### src/rtl/pwr_seq3_pkg.sv
package pwr_seq3_pkg;

  typedef enum logic [3:0] {
    ST_WAIT_CTL  = 4'd0,
    ST_WAIT_MAIN = 4'd1,
    ST_RAMP_A    = 4'd2,
    ST_RAMP_B    = 4'd3,
    ST_ON        = 4'd4,
    ST_CUT_A     = 4'd5,
    ST_CUT_B     = 4'd6,
    ST_SORT_1    = 4'd7,
    ST_SORT_2    = 4'd8
  } seq_state_e;

  typedef struct packed {
    logic en_a;
    logic en_b;
    logic flt;
  } drv_t;

  localparam int IN_W    = 4;
  localparam int IDX_MAIN = 0;
  localparam int IDX_A    = 1;
  localparam int IDX_B    = 2;
  localparam int IDX_OFF  = 3;

  // Fixed output pattern of every state
  function automatic drv_t drive_of(seq_state_e s);
    drv_t d;
    unique case (s)
      ST_WAIT_CTL, ST_WAIT_MAIN: d = '{en_a: 1'b0, en_b: 1'b0, flt: 1'b0};
      ST_RAMP_A:                 d = '{en_a: 1'b1, en_b: 1'b0, flt: 1'b0};
      ST_RAMP_B, ST_ON:          d = '{en_a: 1'b1, en_b: 1'b1, flt: 1'b0};
      ST_CUT_A:                  d = '{en_a: 1'b0, en_b: 1'b1, flt: 1'b1};
      ST_CUT_B:                  d = '{en_a: 1'b1, en_b: 1'b0, flt: 1'b1};
      ST_SORT_1, ST_SORT_2:      d = '{en_a: 1'b1, en_b: 1'b1, flt: 1'b1};
      default:                   d = '{en_a: 1'b0, en_b: 1'b0, flt: 1'b0};
    endcase
    return d;
  endfunction

  // Deadline reached when the counted pulses meet the limit
  function automatic logic limit_reached(logic [15:0] count, logic [15:0] limit);
    return count >= limit;
  endfunction

endpackage

### src/rtl/pwr_seq3_sync.sv
module pwr_seq3_sync #(
  parameter int W = 4,
  parameter int STAGES = 2,
  parameter logic [W-1:0] RST_VAL = '0
) (
  input  logic         clk,
  input  logic         rst_n,
  input  logic [W-1:0] d_i,
  output logic [W-1:0] q_o
);

  logic [W-1:0] chain [STAGES];

  always_ff @(posedge clk or negedge rst_n) begin
    if (!rst_n) begin
      for (int i = 0; i < STAGES; i++) chain[i] <= RST_VAL;
    end else begin
      chain[0] <= d_i;
      for (int i = 1; i < STAGES; i++) chain[i] <= chain[i-1];
    end
  end

  assign q_o = chain[STAGES-1];

endmodule

### src/rtl/pwr_seq3_tmr.sv
module pwr_seq3_tmr
  import pwr_seq3_pkg::*;
#(
  parameter int CW = 5
) (
  input  logic          clk,
  input  logic          rst_n,
  input  logic          restart_i,
  input  logic          tick_i,
  input  logic [CW-1:0] limit_i,
  output logic          expired_o
);

  logic [CW-1:0] cnt;

  assign expired_o = limit_reached(16'(cnt), 16'(limit_i));

  always_ff @(posedge clk or negedge rst_n) begin
    if (!rst_n) begin
      cnt <= '0;
    end else if (restart_i) begin
      cnt <= '0;
    end else if (tick_i && !expired_o) begin
      cnt <= cnt + CW'(1);
    end
  end

endmodule

### src/rtl/pwr_seq3_fsm.sv
module pwr_seq3_fsm
  import pwr_seq3_pkg::*;
#(
  parameter int CW    = 5,
  parameter int LIM_A = 10,
  parameter int LIM_B = 20
) (
  input  logic          clk,
  input  logic          rst_n,
  input  logic          main_ok,
  input  logic          rail_a_ok,
  input  logic          rail_b_ok,
  input  logic          off_req,
  input  logic          expired_i,
  output seq_state_e    state_o,
  output logic          restart_o,
  output logic [CW-1:0] limit_o
);

  seq_state_e st, nxt;

  always_comb begin
    nxt = st;
    unique case (st)
      ST_WAIT_CTL: begin
        if (!off_req) nxt = ST_WAIT_MAIN;
      end
      ST_WAIT_MAIN: begin
        if (off_req)      nxt = ST_WAIT_CTL;
        else if (main_ok) nxt = ST_RAMP_A;
      end
      ST_RAMP_A: begin
        if (off_req)        nxt = ST_WAIT_CTL;
        else if (!main_ok)  nxt = ST_CUT_A;
        else if (rail_a_ok) nxt = ST_RAMP_B;
        else if (expired_i) nxt = ST_CUT_A;
      end
      ST_RAMP_B: begin
        if (off_req)                     nxt = ST_WAIT_CTL;
        else if (!(main_ok && rail_a_ok)) nxt = ST_SORT_1;
        else if (rail_b_ok)              nxt = ST_ON;
        else if (expired_i)              nxt = ST_CUT_B;
      end
      ST_ON: begin
        if (off_req)                                  nxt = ST_WAIT_CTL;
        else if (!(main_ok && rail_a_ok && rail_b_ok)) nxt = ST_SORT_1;
      end
      ST_SORT_1: nxt = main_ok ? ST_SORT_2 : ST_CUT_A;
      ST_SORT_2: nxt = rail_a_ok ? ST_CUT_B : ST_CUT_A;
      ST_CUT_A, ST_CUT_B: begin
        if (off_req) nxt = ST_WAIT_CTL;
      end
      default: nxt = ST_WAIT_CTL;
    endcase
  end

  always_ff @(posedge clk or negedge rst_n) begin
    if (!rst_n) st <= ST_WAIT_CTL;
    else        st <= nxt;
  end

  assign state_o   = st;
  assign restart_o = (nxt != st);
  assign limit_o   = (st == ST_RAMP_B) ? CW'(LIM_B) : CW'(LIM_A);

endmodule

### src/rtl/pwr_seq3_top.sv
module pwr_seq3_top
  import pwr_seq3_pkg::*;
#(
  parameter int SYNC_STAGES = 2,
  parameter int TMO_A_MS    = 10,
  parameter int TMO_B_MS    = 20
) (
  input  logic       clk,
  input  logic       rst_n,
  input  logic       main_ok_i,
  input  logic       rail_a_ok_i,
  input  logic       rail_b_ok_i,
  input  logic       off_req_i,
  input  logic       ms_tick_i,
  output logic       en_3v3_o,
  output logic       en_2v5_o,
  output logic       fault_o,
  output logic [3:0] state_o
);

  localparam int TMO_MAX = (TMO_A_MS > TMO_B_MS) ? TMO_A_MS : TMO_B_MS;
  localparam int CW      = $clog2(TMO_MAX + 1);
  localparam logic [IN_W-1:0] SYNC_RST = IN_W'(1) << IDX_OFF;

  logic [IN_W-1:0] raw_in, sync_q;
  logic            main_ok_s, rail_a_ok_s, rail_b_ok_s, off_req_s;
  logic            tmo_hit, tmr_restart;
  logic [CW-1:0]   tmr_limit;
  seq_state_e      cur_st;
  drv_t            drv;

  always_comb begin
    raw_in          = '0;
    raw_in[IDX_MAIN] = main_ok_i;
    raw_in[IDX_A]    = rail_a_ok_i;
    raw_in[IDX_B]    = rail_b_ok_i;
    raw_in[IDX_OFF]  = off_req_i;
  end

  pwr_seq3_sync #(
    .W(IN_W), .STAGES(SYNC_STAGES), .RST_VAL(SYNC_RST)
  ) u_sync (
    .clk(clk), .rst_n(rst_n), .d_i(raw_in), .q_o(sync_q)
  );

  assign main_ok_s   = sync_q[IDX_MAIN];
  assign rail_a_ok_s = sync_q[IDX_A];
  assign rail_b_ok_s = sync_q[IDX_B];
  assign off_req_s   = sync_q[IDX_OFF];

  pwr_seq3_tmr #(.CW(CW)) u_tmr (
    .clk(clk), .rst_n(rst_n), .restart_i(tmr_restart), .tick_i(ms_tick_i),
    .limit_i(tmr_limit), .expired_o(tmo_hit)
  );

  pwr_seq3_fsm #(.CW(CW), .LIM_A(TMO_A_MS), .LIM_B(TMO_B_MS)) u_fsm (
    .clk(clk), .rst_n(rst_n), .main_ok(main_ok_s), .rail_a_ok(rail_a_ok_s),
    .rail_b_ok(rail_b_ok_s), .off_req(off_req_s), .expired_i(tmo_hit),
    .state_o(cur_st), .restart_o(tmr_restart), .limit_o(tmr_limit)
  );

  assign drv      = drive_of(cur_st);
  assign en_3v3_o = drv.en_a;
  assign en_2v5_o = drv.en_b;
  assign fault_o  = drv.flt;
  assign state_o  = cur_st;

endmodule

### config.mk
export PLATFORM = sky130hd
export DESIGN_NAME = pwr_seq3_top
export DESIGN_NICKNAME = d
export VERILOG_FILES = /design/src/rtl/pwr_seq3_pkg.sv /design/src/rtl/pwr_seq3_sync.sv /design/src/rtl/pwr_seq3_tmr.sv /design/src/rtl/pwr_seq3_fsm.sv /design/src/rtl/pwr_seq3_top.sv
export SDC_FILE = /design/constraint.sdc
export NUM_CORES = 1
export LEC_CHECK = 0
export BUFFER_PORTS_ARGS = -buffer_cell sky130_fd_sc_hd__buf_4
export CORE_ASPECT_RATIO = 1.2
export CORE_MARGIN = 2
export CORE_UTILIZATION = 25
export CTS_CLUSTER_DIAMETER = 50
export CTS_CLUSTER_SIZE = 28
export DETAILED_ROUTE_END_ITERATION = 12
export GPL_TIMING_DRIVEN = 0
export SYNTH_ARGS = -nofsm -noshare
export SYNTH_HDL_FRONTEND = slang
export SYNTH_SLANG_ARGS = --single-unit
export TNS_END_PERCENT = 5
### constraint.sdc
create_clock -name clk -period 4 [get_ports clk]
set_input_delay 0.4 -clock clk [delete_from_list [all_inputs] [get_ports clk]]
set_output_delay 0.4 -clock clk [all_outputs]
set_load 0.005 [all_outputs]
* After elaboration in Yosys (flattened, before gate mapping)
Memory sizes are Yosys's and may differ from the RTL's.
Index checks and enable logic that the tools add are counted.
** Cells by class
- Reduce and logical (&&, ||, !) cells :: 7
- $add $sub $neg :: 1
- Muxes and demuxes :: 20
- Equality and inequality tests :: 9
- Order comparisons :: 1
** Operator list (number)
- 2-to-1 mux 4 bit :: 15
- one-hot mux 4 bit (8 select lines) :: 1
- == test 4 x 3 -> 1 bit (second input constant) :: 4
- 2-to-1 mux 5 bit :: 3
- == test 4 x 2 -> 1 bit (second input constant) :: 2
- adder 5 x 1 -> 5 bit (second input constant) :: 1
- greater-or-equal comparator 5 bit :: 1
- == test 4 x 1 -> 1 bit (second input constant) :: 1
- == test 4 bit (second input constant) :: 1
- zero test 4 bit :: 1
- inequality test 4 bit :: 1
- logical AND 1 bit :: 3
- 2-to-1 mux 2 bit :: 1
- nonzero test 2 bit :: 1
- OR reduction 2 bit :: 1
- zero test 1 bit :: 1
** Word-level totals
- ROM bits :: 48
- Memories :: 1
- Output and inout bits :: 7
- Word-level logic and storage cells :: 43
- Register bits after elaboration :: 17
- Bits of input ports :: 7
** Memory list
- (no name shown) :: words 16, width 3, rd ports 1, clocked after memory_dff 0, wr ports 0, line pwr_seq3_pkg.sv:30 : unique case (s)

* Depth between registers and ports, before layout
- Depth in word-level cells :: 10
- Depth in mapped cells :: 11
- Depth with buffers taken out :: 10

* By module
Synthesis repeated with hierarchy kept, for this count alone.
** Unflattened totals
- Cells, all modules :: 124
- Area, all modules :: 1208.7 um^2
** By module, submodules not included
- pwr_seq3_fsm :: sequential area each 100.1 um^2, times used 1, cells an instance 61, area each 511.7 um^2
- pwr_seq3_tmr :: sequential area each 125.1 um^2, times used 1, cells an instance 43, area each 399.1 um^2
- pwr_seq3_sync :: sequential area each 202.7 um^2, times used 1, cells an instance 12, area each 232.7 um^2
- pwr_seq3_top :: sequential area each 0.0 um^2, times used 1, cells an instance 8, area each 65.1 um^2

* Worst setup path after synthesis
No wires, ideal clock.
- Path kind :: register to register
- Start :: reg u_fsm.st[2] (netlist: u_fsm.state_o[2])
- End :: reg u_tmr.cnt[0]
- Stages on the path, launching flop included :: 11
- Data required time :: 3899 ps
- Arrival time :: 2424 ps
- Buffers on the path :: 1
- Period minus slack after synthesis :: 2525 ps
- Setup slack :: 1475 ps
- Setup time :: 101 ps
- Cells stage by stage :: dfrtp_1 > buf_6 > nor2_1 > nand3_1 > ha_1 > a21oi_4 > nor4b_4 > a21oi_1 > nor4_2 > o32ai_2 > nor4_1
** On the way
- Word-level cells in the longest chain between the ends :: 10
- Elaborated cells between the ends (all ways) :: 32
- Those cells by class :: order compare: 1; eq/ne: 9; mux: 17; reduce/logical: 5
** Ends and longest elaborated chain
- start, declared :: line pwr_seq3_fsm.sv:20 : seq_state_e st, nxt;
- start signal, assigned :: line pwr_seq3_fsm.sv:59 : else st <= nxt;
- == test 4 x 2 -> 1 bit :: line pwr_seq3_fsm.sv:24, pwr_seq3_fsm.sv:64
- 2-to-1 mux 5 bit :: line pwr_seq3_fsm.sv:64 : assign limit_o = (st == ST_RAMP_B) ? CW'(LIM_B) : CW'(LIM_A);
- greater-or-equal comparator 5 bit :: line pwr_seq3_pkg.sv:44 : return count >= limit;
- 2-to-1 mux 4 bit (on tied branches) :: line pwr_seq3_fsm.sv:42, pwr_seq3_fsm.sv:36
- 2-to-1 mux 4 bit (on tied branches) :: line pwr_seq3_fsm.sv:41, pwr_seq3_fsm.sv:35
- 2-to-1 mux 4 bit (on tied branches) :: line pwr_seq3_fsm.sv:40, pwr_seq3_fsm.sv:34
- 2-to-1 mux 4 bit (on tied branches) :: line pwr_seq3_fsm.sv:39, pwr_seq3_fsm.sv:33
- one-hot mux 4 bit (8 select lines) :: line pwr_seq3_fsm.sv:24 : unique case (st)
- inequality test 4 bit :: line pwr_seq3_fsm.sv:63 : assign restart_o = (nxt != st);
- 2-to-1 mux 5 bit or nonzero test 2 bit (tied branches)
- end signal, assigned :: line pwr_seq3_tmr.sv:24 : cnt <= cnt + CW'(1);
- end, declared :: line pwr_seq3_tmr.sv:14 : logic [CW-1:0] cnt;
Parallel ways exist; a longest one is shown, timed or not.
A chain may end at the register's enable or synchronous reset.

* Worst setup path in the final report
- Start :: reg u_fsm.st[2] (netlist: u_fsm.state_o[2])
- End :: reg u_tmr.cnt[4]
The elaborated chain is that of the path after synthesis.

==> results_dict.tcl <==
set metrics [dict create \
    status "finished clean" \
    clk_pin_slew_worst_paths_ps 70 \
    seq_area_frac_synth_pct 36.8 \
    synth-seq-cells 17 \
    cp.required_ps 4150 \
    yosys.cell_types.count 40 \
    setup_viol 0 \
    wl_per_cell_microns 12.3 \
    cp.arrival_ps 3180 \
    n_fill_cell 492 \
    reg2reg_depth 10 \
    synth_compound_area_share_pct 18.1 \
    synth_warnings 0 \
    grt.overflow.total 0 \
    rsz0062_at_grt "no" \
    die-height_microns 78.7 \
    worstSetupPathType "flip-flop to flip-flop" \
    max_freq_ghz 0.330 \
    ant_nets 0 \
    multiInputGateArea_sq_um 652 \
    ir_drop_v 0.000182 \
    clk_path_buf_depth 2 \
    cp-start-kind "flip-flop" \
    die_w_microns 66.2 \
    htreeDepth 1 \
    gp_congestion 0.858 \
    grt_max_degree 18 \
    coreArea_sq_um 4530 \
    hold_buffers 0 \
    relSlewSlack_pct 67.0 \
    numCtsBuffers 3 \
    die_area_sq_um 5210 \
    hold_class "primary input to async pin" \
    hold_violations 0 \
    start_util_pct 25.7 \
    postCtsSetupBuffers 0 \
    p_leak_nw 0.595 \
    synthAdderAreaFrac_pct 5.38 \
    p_per_area_nw_per_um2 510 \
    cpPeakStageDelay_ps 430 \
    synth_area_per_cell_sq_um 9.08 \
    critical_path.max_fanout 10 \
    io_pins 14 \
    maxCapViolCount 0 \
    drt_iter0_markers 85 \
    clock_latency_ps 250 \
    cts.sinks 17 \
    io_buffers 13 \
    drv_slew 0 \
    worstSetupPathDepth 10 \
    setup_tns_ps 0 \
    nets 158 \
    place_hpwl_microns 1940 \
    path_cells "buf_6 > nor2_1 > nand3_1 > ha_1 > a21oi_4 > nor4b_4 > a21oi_1 > nor4_2 > o32ai_2 > nor4_1" \
    crit_slowest_cell "dfrtp_1" \
    antenna_found_initial 0 \
    post_cts_resized 0 \
    worst-path-buf-inv 1 \
    avgViaCountPerCell 4.87 \
    dr.pass1.iters 4 \
    drc 0 \
    cts_tree "yes" \
    fin_worst_skew_ps 5.31 \
    cts-root-buf "clkbuf_8" \
    synth_top_family_by_area "simple AND/OR/NAND/NOR gates" \
    tightest_slew_ps 481 \
    path_delay_family "simple AND/OR/NAND/NOR gates" \
    drive_gt1_share_pct 24.8 \
    fin_crit_sh_pct 75.8 \
    synth_nets 140 \
    drt_wl_total_microns 2490 \
    syn_to_final_growth_pct 18.6 \
    vias 989 \
    synth_area_sq_um 1160 \
    grt_use_total_pct 10.5 \
    grt_first_pass_wirelength_microns 4360 \
    synthSimpleGateAreaFrac_pct 27.0 \
    num_antenna_cells 0 \
    syn_inst 128 \
    synth-xor-area-share_pct 3.01 \
    end_kind "flip-flop" \
    row_count 27 \
    seq_area_sq_um 428 \
    period_minus_slack_ps 3030 \
    post_synth_mux_area_share_pct 2.58 \
    finalPower_mw 0.703 \
    grt_pass1_vias 966 \
]
cell usage in the layout, fill, tap and decap left out, types with 4 or more instances in the layout:
cell	count
ha_1	5
inv_1	7
nor3_1	5
dfrtp_1	15
o21ai_0	5
nand3_1	8
nand2_1	11
nor2_1	11
a21oi_1	5
nor4_1	6
nand2b_1	4
buf_4	14
final timing paths:
path | startpoint | endpoint | slack, ps
max | u_fsm.state_o[2] | u_tmr.cnt[4] | 970
min reg2reg | u_sync.chain[4] | u_sync.q_o[0] | 350
min in group clk | rail_b_ok_i | u_sync.chain[6] | 250
max reg2reg | u_fsm.state_o[2] | u_tmr.cnt[4] | 970
min | rst_n | u_sync.q_o[1] | 0.4
max in group asynchronous | rst_n | u_sync.chain[7] | 3750
worst register-to-register path, cell delays in order (launching register included):
cell and delay (ps):
dfrtp_1 430, buf_6 170, nor2_1 160, nand3_1 230, ha_1 400, a21oi_4 260, nor4b_4 270, a21oi_1 130
nor4_2 380, o32ai_2 200, nor4_1 320
layout make-up:
class | instances | share of cell area (%)
Tap cell | 58 | 5.26
Buffer | 7 | 4.08
Clock inverter | 1 | 0.363
Multi-Input combinational cell | 97 | 47.3
Timing Repair Buffer | 13 | 7.08
Sequential cell | 17 | 31.0
Clock buffer | 3 | 2.99
Inverter | 7 | 1.91
flip-flops by register name, summed over array words and instances (netlist names):
signal,count
u_fsm.state_o,4
u_sync.chain,4
u_tmr.cnt,5
u_sync.q_o,4
Yosys cell counts, drive strengths merged:
library cell   n  area, sq um
a21o           2         15.0
a21oi          8         58.8
a2bb2oi        1         8.76
a31o           1         8.76
a31oi          2         12.5
a41oi          1         8.76
buf            7         56.3
dfrtp         15          375
dfstp          2         52.6
ha             5         62.6
inv            7         26.3
mux2i          3         30.0
nand2         12         47.6
nand2b         4         25.0
nand3          8         40.0
nand4          1         6.26
nor2          11         41.3
nor2b          2         12.5
nor3           6         35.0
nor4           7         50.1
nor4b          1         23.8
o2111ai        1         8.76
o211ai         2         15.0
o21ai          6         30.0
o22ai          2         12.5
o31ai          2         15.0
o32ai          1         16.3
or3            1         6.26
or3b           3         26.3
xnor2          3         26.3
xor2           1         8.76
routing by layer:
metal	routed length, microns	global-route usage [%]	vias to the layer above
met5	0	0	-
met4	36	4.49	0
met3	59	1.84	4
met2	1160	15.3	16
met1	1240	15.0	467
li1	-	-	502
through the flow:
| stage | setup slack (ps) | cell area [sq um] | hold slack [ps] | util, % | cells |
|---|---|---|---|---|---|
| floorplan | 1470 | 1160 | 104 | - | 128 |
| CTS | 1020 | 1380 | 1.36 | 30.5 | 203 |
| global route | 747 | 1380 | 3.49 | 30.5 | 203 |
| global placement | 1060 | 1330 | 279 | 29.4 | 199 |
| detailed placement | 1030 | 1330 | 275 | 29.4 | 199 |
| finish | 966 | 1380 | 0.368 | 30.5 | 203 |
cell families (layout without fill, tap and decap cells):
kind of cell,count (synthesis),in the layout
simple gates,56,56
mux,3,3
xor+xnor,4,4
compound gates,29,29
flops,17,17
buf+inv,14,31
fa+ha+maj,5,5
power by group:
group | internal (mW) | total [mW] | switching (mW)
Sequential | 0.195 | 0.222 | 0.0263
Clock | 0.0690 | 0.126 | 0.0573
Combinational | 0.157 | 0.355 | 0.198
Total | 0.421 | 0.703 | 0.281
Power figures use the tool's default switching activity.
